### config.mk
export PLATFORM = sky130hd
export DESIGN_NAME = wdog_itimer
export DESIGN_NICKNAME = d
export VERILOG_FILES = /design/src/rtl/wdog_pkg.sv /design/src/rtl/wdog_counter.sv /design/src/rtl/wdog_ovf_flag.sv /design/src/rtl/wdog_req_gen.sv /design/src/rtl/wdog_itimer.sv
export SDC_FILE = /design/constraint.sdc
export NUM_CORES = 1
export LEC_CHECK = 0
export CORE_AREA = 2 2 49 51
export DETAILED_ROUTE_END_ITERATION = 6
export DIE_AREA = 0 0 51 53
export PLACE_DENSITY = 0.85
export SETUP_SLACK_MARGIN = 0.3
export SLEW_MARGIN = 10
export SYNTH_ARGS = -nofsm -noshare
export SYNTH_HDL_FRONTEND = slang
export SYNTH_SLANG_ARGS = --single-unit
### constraint.sdc
create_clock -name clk -period 0.8 [get_ports clk]
set_input_delay 0.16 -clock clk [delete_from_list [all_inputs] [get_ports clk]]
set_output_delay 0.16 -clock clk [all_outputs]
set_load 0.05 [all_outputs]
### src/rtl/wdog_pkg.sv
package wdog_pkg;

  localparam int DATA_W = 8;
  localparam int ADDR_W = 2;

  // Register map selector
  typedef enum logic [ADDR_W-1:0] {
    SEL_COUNT  = 2'd0,
    SEL_CTRL   = 2'd1,
    SEL_RSTCTL = 2'd2,
    SEL_NONE   = 2'd3
  } reg_sel_e;

  // Control/status bit positions
  localparam int CTRL_FLAG_B = 7;
  localparam int CTRL_MODE_B = 6;
  localparam int CTRL_RUN_B  = 5;

  // Reset-control bit positions
  localparam int RC_ENA_B = 6;
  localparam int RC_NMI_B = 5;

  typedef enum logic {
    MODE_INTERVAL = 1'b0,
    MODE_WATCHDOG = 1'b1
  } tmr_mode_e;

  typedef struct packed {
    logic mode;
    logic run;
  } ctrl_t;

  typedef struct packed {
    logic rst_ena;
    logic nmi_sel;
  } rstctl_t;

endpackage

### src/rtl/wdog_counter.sv
module wdog_counter #(
  parameter int CNT_W = 8
) (
  input  logic             clk,
  input  logic             rst_n,
  input  logic             load_i,
  input  logic [CNT_W-1:0] load_val_i,
  input  logic             run_i,
  input  logic             tick_i,
  output logic [CNT_W-1:0] cnt_o,
  output logic             wrap_o
);

  localparam logic [CNT_W-1:0] CNT_MAX = '1;

  logic [CNT_W-1:0] cnt_q, cnt_d;
  logic             adv;
  logic             cnt_ce;

  // A load always wins over a tick in the same cycle
  always_comb begin
    adv    = run_i & tick_i & ~load_i;
    cnt_ce = load_i | adv;
    cnt_d  = cnt_q;
    if (load_i) begin
      cnt_d = load_val_i;
    end else if (adv) begin
      cnt_d = cnt_q + 1'b1;
    end
  end

  always_ff @(posedge clk or negedge rst_n) begin
    if (!rst_n) begin
      cnt_q <= '0;
    end else if (cnt_ce) begin
      cnt_q <= cnt_d;
    end
  end

  assign cnt_o  = cnt_q;
  assign wrap_o = adv & (cnt_q == CNT_MAX);

endmodule

### src/rtl/wdog_ovf_flag.sv
module wdog_ovf_flag (
  input  logic clk,
  input  logic rst_n,
  input  logic set_i,      // counter wrap this cycle
  input  logic rd_i,       // status register read this cycle
  input  logic clr_wr_i,   // status write carrying 0 in the flag bit
  input  logic force_clr_i,// run bit written to 0 (option build)
  input  logic auto_clr_i, // own reset request active
  output logic flag_o
);

  logic flag_q, flag_d;
  logic armed_q, armed_d;
  logic flag_ce, armed_ce;
  logic do_clear;

  // A read arms the clear only if the flag was already set when
  // the read cycle began; a read coinciding with the set does not.
  always_comb begin
    do_clear = (clr_wr_i & armed_q) | force_clr_i | auto_clr_i;
    flag_d   = flag_q;
    armed_d  = armed_q | (rd_i & flag_q);
    if (do_clear) begin
      flag_d  = 1'b0;
      armed_d = 1'b0;
    end
    if (set_i) begin
      flag_d = 1'b1;
    end
    flag_ce  = (flag_d != flag_q);
    armed_ce = (armed_d != armed_q);
  end

  always_ff @(posedge clk or negedge rst_n) begin
    if (!rst_n) begin
      flag_q <= 1'b0;
    end else if (flag_ce) begin
      flag_q <= flag_d;
    end
  end

  always_ff @(posedge clk or negedge rst_n) begin
    if (!rst_n) begin
      armed_q <= 1'b0;
    end else if (armed_ce) begin
      armed_q <= armed_d;
    end
  end

  assign flag_o = flag_q;

endmodule

### src/rtl/wdog_req_gen.sv
module wdog_req_gen #(
  parameter bit ALT_ACTION = 1'b1
) (
  input  logic clk,
  input  logic rst_n,
  input  logic wrap_i,
  input  logic mode_i,
  input  logic rst_ena_i,
  input  logic nmi_sel_i,
  input  logic flag_i,
  output logic irq_o,
  output logic rst_req_o,
  output logic nmi_req_o
);

  import wdog_pkg::*;

  logic nmi_eff;
  logic wd_wrap;
  logic rst_q, rst_d;
  logic nmi_q, nmi_d;

  generate
    if (ALT_ACTION) begin : g_alt
      assign nmi_eff = nmi_sel_i;
    end else begin : g_plain
      logic unused_sel;
      assign unused_sel = nmi_sel_i;
      assign nmi_eff    = 1'b0;
    end
  endgenerate

  always_comb begin
    wd_wrap = wrap_i & (mode_i == MODE_WATCHDOG);
    rst_d   = wd_wrap & rst_ena_i & ~nmi_eff;
    nmi_d   = wd_wrap & nmi_eff;
  end

  always_ff @(posedge clk or negedge rst_n) begin
    if (!rst_n) begin
      rst_q <= 1'b0;
      nmi_q <= 1'b0;
    end else begin
      rst_q <= rst_d;
      nmi_q <= nmi_d;
    end
  end

  assign irq_o     = flag_i & (mode_i == MODE_INTERVAL);
  assign rst_req_o = rst_q;
  assign nmi_req_o = nmi_q;

endmodule

### src/rtl/wdog_itimer.sv
module wdog_itimer #(
  parameter int CNT_W      = 8,
  parameter bit ALT_ACTION = 1'b1
) (
  input  logic       clk,
  input  logic       rst_n,
  input  logic       tick_i,
  input  logic       bus_sel_i,
  input  logic       bus_we_i,
  input  logic [1:0] bus_addr_i,
  input  logic [7:0] bus_wdata_i,
  output logic [7:0] bus_rdata_o,
  output logic       irq_interval_o,
  output logic       rst_req_o,
  output logic       nmi_req_o
);

  import wdog_pkg::*;

  // Reset: asserted asynchronously, released on a clock edge
  logic [1:0] rst_sync_q;
  logic       rst_int_n;

  always_ff @(posedge clk or negedge rst_n) begin
    if (!rst_n) begin
      rst_sync_q <= '0;
    end else begin
      rst_sync_q <= {rst_sync_q[0], 1'b1};
    end
  end
  assign rst_int_n = rst_sync_q[1];

  // Bus decode
  reg_sel_e sel;
  logic     wr_cnt, wr_ctrl, wr_rc, rd_ctrl;

  always_comb begin
    sel     = reg_sel_e'(bus_addr_i);
    wr_cnt  = bus_sel_i & bus_we_i & (sel == SEL_COUNT);
    wr_ctrl = bus_sel_i & bus_we_i & (sel == SEL_CTRL);
    wr_rc   = bus_sel_i & bus_we_i & (sel == SEL_RSTCTL);
    rd_ctrl = bus_sel_i & ~bus_we_i & (sel == SEL_CTRL);
  end

  // Control and reset-control registers
  ctrl_t   ctrl_q, ctrl_d;
  rstctl_t rc_q, rc_d;
  logic    mode_q, run_q, rste_q, nmisel_q;

  always_comb begin
    ctrl_d      = ctrl_q;
    ctrl_d.mode = bus_wdata_i[CTRL_MODE_B];
    ctrl_d.run  = bus_wdata_i[CTRL_RUN_B];
    rc_d         = rc_q;
    rc_d.rst_ena = bus_wdata_i[RC_ENA_B];
    rc_d.nmi_sel = ALT_ACTION ? bus_wdata_i[RC_NMI_B] : 1'b0;
  end

  always_ff @(posedge clk or negedge rst_int_n) begin
    if (!rst_int_n) begin
      ctrl_q <= '0;
    end else if (wr_ctrl) begin
      ctrl_q <= ctrl_d;
    end
  end

  always_ff @(posedge clk or negedge rst_int_n) begin
    if (!rst_int_n) begin
      rc_q <= '0;
    end else if (wr_rc) begin
      rc_q <= rc_d;
    end
  end

  assign mode_q   = ctrl_q.mode;
  assign run_q    = ctrl_q.run;
  assign rste_q   = rc_q.rst_ena;
  assign nmisel_q = rc_q.nmi_sel;

  // Counter
  logic [CNT_W-1:0] cnt_q;
  logic             cnt_wrap;
  logic             cnt_load;

  assign cnt_load = wr_cnt;

  wdog_counter #(
    .CNT_W (CNT_W)
  ) u_cnt (
    .clk        (clk),
    .rst_n      (rst_int_n),
    .load_i     (cnt_load),
    .load_val_i (bus_wdata_i[CNT_W-1:0]),
    .run_i      (run_q),
    .tick_i     (tick_i),
    .cnt_o      (cnt_q),
    .wrap_o     (cnt_wrap)
  );

  // Overflow flag with guarded clear
  logic ovf_flag;
  logic clr_wr, force_clr;
  logic rst_pulse;

  assign clr_wr    = wr_ctrl & ~bus_wdata_i[CTRL_FLAG_B];
  assign force_clr = ALT_ACTION & wr_ctrl & ~bus_wdata_i[CTRL_RUN_B];

  wdog_ovf_flag u_flag (
    .clk         (clk),
    .rst_n       (rst_int_n),
    .set_i       (cnt_wrap),
    .rd_i        (rd_ctrl),
    .clr_wr_i    (clr_wr),
    .force_clr_i (force_clr),
    .auto_clr_i  (rst_pulse),
    .flag_o      (ovf_flag)
  );

  // Request outputs
  wdog_req_gen #(
    .ALT_ACTION (ALT_ACTION)
  ) u_req (
    .clk       (clk),
    .rst_n     (rst_int_n),
    .wrap_i    (cnt_wrap),
    .mode_i    (mode_q),
    .rst_ena_i (rste_q),
    .nmi_sel_i (nmisel_q),
    .flag_i    (ovf_flag),
    .irq_o     (irq_interval_o),
    .rst_req_o (rst_pulse),
    .nmi_req_o (nmi_req_o)
  );

  assign rst_req_o = rst_pulse;

  // Read mux
  logic [DATA_W-1:0] rdata;

  always_comb begin
    rdata = '0;
    unique case (sel)
      SEL_COUNT:  rdata[CNT_W-1:0] = cnt_q;
      SEL_CTRL: begin
        rdata[CTRL_FLAG_B] = ovf_flag;
        rdata[CTRL_MODE_B] = mode_q;
        rdata[CTRL_RUN_B]  = run_q;
      end
      SEL_RSTCTL: begin
        rdata[RC_ENA_B] = rste_q;
        rdata[RC_NMI_B] = nmisel_q;
      end
      default:    rdata = '0;
    endcase
  end

  assign bus_rdata_o = rdata;

endmodule

==> flow_summary.yaml <==
run_status:
  status: "complete, but fails checks"
  violations: "setup timing"
logic_synthesis:
  synthesis.area_um2: 943
  synth_most_common_cell: "dfrtp_1"
  syn_area_per_cell_um2: 10.4
  ys_types: 30
  ys_top_cells_by_area: "dfrtp_1 (48%), nand2_1 (5.2%), mux2_2 (4.8%)"
  synthAdderAreaFrac: 0.0133
  synth_seq_area_share: 0.477
  syn_inst: 91
  synthSimpleGateAreaFrac: 0.253
  synth_top_area_cell: "dfrtp_1"
  synthXorXnorAreaFrac: 0.0650
  synth_common_cells: "dfrtp_1 (18), nand2_1 (13), o21ai_0 (6)"
  yosys_register_bits: 18
  synth_mux_area_frac: 0.0902
  synth_edf_count: 0
  yosys_warnings: 0
  synth_fp_nets: 107
  synth_ff_type: "dfrtp_1"
  ys_async_sr_fraction: 1.00
  yosysTopAreaCellShare: 0.477
  synth_top_family_by_area: "simple AND/OR/NAND/NOR gates"
  synth_compound_area_frac: 0.0716
run:
  max_cap_viol_count: 0
sta:
  fmax_mhz: 670
  hold_viol: 0
  timing.final.ws_setup_ps: -693
  setup_violations: 27
  fin_hold_ws_ps: 24.2
  setup_tns_ps: -12530
  post-route-period-util: 1.87
  period_needed_ps: 1490
  slew_violations: 0
  rsz0062_at_grt: "yes"
  finClkSkew_ps: 2.27
detailed_routing:
  via_per_inst: 5.89
  drtAntennaViolNets: 0
  first_pass_iters: 4
  wl_um: 4800
  route.vias.total: 1119
  drc_errors: 0
  drtIter0Drc: 64
  wl_per_cell_um: 25.2
placed_design:
  place_ws_ps: -829
  portBuffers: 25
  finalWeightedCongestion: 0.802
  dp_hpwl_um: 2060
cts:
  cts_hold_buf: 0
  cts_tree: "yes"
  cts_made_buffers: 3
  clock_latency_ps: 300
  clkSinkCount: 18
  cts_root_buf: "clkbuf_4"
  cts.path.max_buffers: 2
  htreeDepth: 1
  clk_transition_reported_paths_ps: 110
pwr:
  pwr_density_cell_nw_per_um2: 2330
  p_leak_nw: 0.888
  peakVddDrop_mv: 2.36
finish:
  fin_nets: 179
  fill_cells: 63
  drive_above_1_share: 0.611
  syn_to_final_growth_pct: 114
  n_antenna_cell: 0
  final_util: 0.939
critical_path:
  end_kind: "register"
  arrival_ps: 1690
  required_ps: 990
  cp-start-kind: "register"
  crit_type: "reg -> reg"
  crit_fanout: 3
floorplan:
  core_um2: 2150
  die_area_um2: 2700
  fp.dieH_um: 53
  placementRows: 17
  initial_core_util: 0.439
  die_x_um: 51
  io_pins: 26
global_route:
  grt_max_degree: 17
  grt_pass1_vias: 1076
  grt_overflow: 0
  track_usage: 0.312
  antenna_found_initial: 0
  grt_pass1_wl_um: 5930
min_path:
  hold_path_class: "in -> async"
path summary, 6_finish.rpt:
kind / cells after the start / slack, ps / from / endpoint
min in group clk: 0 / 390 / rst_sync_q[0]$_DFF_PN0_ / rst_sync_q[1]$_DFF_PN0_
hold reg to reg: 0 / 190 / rst_sync_q[1]$_DFF_PN0_ / u_cnt.cnt_o[6]$_DFFE_PN0P_
hold / removal: 1 / 20 / rst_n / rst_sync_q[1]$_DFF_PN0_
setup reg to reg: 7 / -690 / u_cnt.cnt_o[1]$_DFFE_PN0P_ / u_cnt.cnt_o[4]$_DFFE_PN0P_
max in group asynchronous: 0 / 410 / rst_sync_q[1]$_DFF_PN0_ / nmisel_q$_DFFE_PN0P_
setup / recovery: 7 / -690 / u_cnt.cnt_o[1]$_DFFE_PN0P_ / u_cnt.cnt_o[4]$_DFFE_PN0P_
through the flow:
step                total power [mW]  instance area (µm²)  instances
finish                          4.71                 2020        190
global route                    4.86                 2020        190
CTS                             3.97                 1860        182
detailed placement              2.95                 1570        165
global placement                2.86                 1570        165
floorplan                       2.07                 1040         91
registers in the layout (all words and copies together) (netlist names):
signal	count
u_req.nmi_req_o	1
rst_sync_q	2
rste_q	1
nmisel_q	1
u_cnt.cnt_o	8
u_flag.flag_o	1
u_flag.armed_q	1
mode_q	1
run_q	1
u_req.rst_req_o	1
layout make-up:
| type | count | area (µm²) | area share |
|---|---|---|---|
| repair buffers | 70 | 797 | 0.395 |
| multi-input cells | 70 | 706 | 0.350 |
| flip-flops and latches | 18 | 454 | 0.225 |
| well taps | 28 | 35.0 | 0.0174 |
| clock buffers | 4 | 26.3 | 0.0130 |
layout by cell type (no fill, tap or decap), types with 2 or more instances in the layout:
cell and count:
nand3_4 2, nor2_4 2, nand2_4 2, o21ai_1 7
mux2i_4 4, xnor2_1 3, clkbuf_4 3, buf_12 12
nor4bb_4 2, clkdlybuf4s50_1 9, nand4_1 2, nand2_1 10
buf_6 25, and2_4 5, xor2_1 4, nor3_2 2
mux2_4 3, nor2b_4 2, o21ai_2 2, dfrtp_1 17
buf_4 20
worst max-delay path, stage by stage, from the launching register on:
cell and delay (ps):
dfrtp_1 420, ha_2 210, and4_4 200, buf_4 140
buf_6 110, nand2_4 50, xor2_1 180, o21ai_1 90
layer usage:
layer  routed length [µm]  vias to the layer above  global-route usage
met5                    0                        -                   0
li1                     -                      463                   -
met4                  174                        0               0.144
met3                  379                       21              0.0339
met1                 1940                      547               0.424
met2                 2300                       88               0.500
logic make-up (layout without fill, tap and decap cells):
| group | after synthesis | in the layout |
|---|---|---|
| muxes | 8 | 8 |
| DFF | 18 | 18 |
| adders and majority gates | 1 | 1 |
| xor gates and xnor gates | 7 | 7 |
| AOI/OAI and AO/OA | 13 | 13 |
| and+or+nand+nor | 40 | 40 |
| other | 1 | 1 |
| buffers and inverters | 3 | 74 |
power breakdown:
group	switching, mW	leakage [nW]	internal, mW
clock network	0.310	0.0150	0.194
registers	0.233	0.225	1.12
logic	1.30	0.649	1.55
total	1.85	0.888	2.87
timing repair:
action / in CTS / in global routing
endpoints found under the hold margin: 0 / 2
setup buffers: 13 / 8
pin swaps: 21 / 19
resized for setup: 56 / 22
setup endpoints to repair: 27 / 44
(Power assumes the default switching activity.)
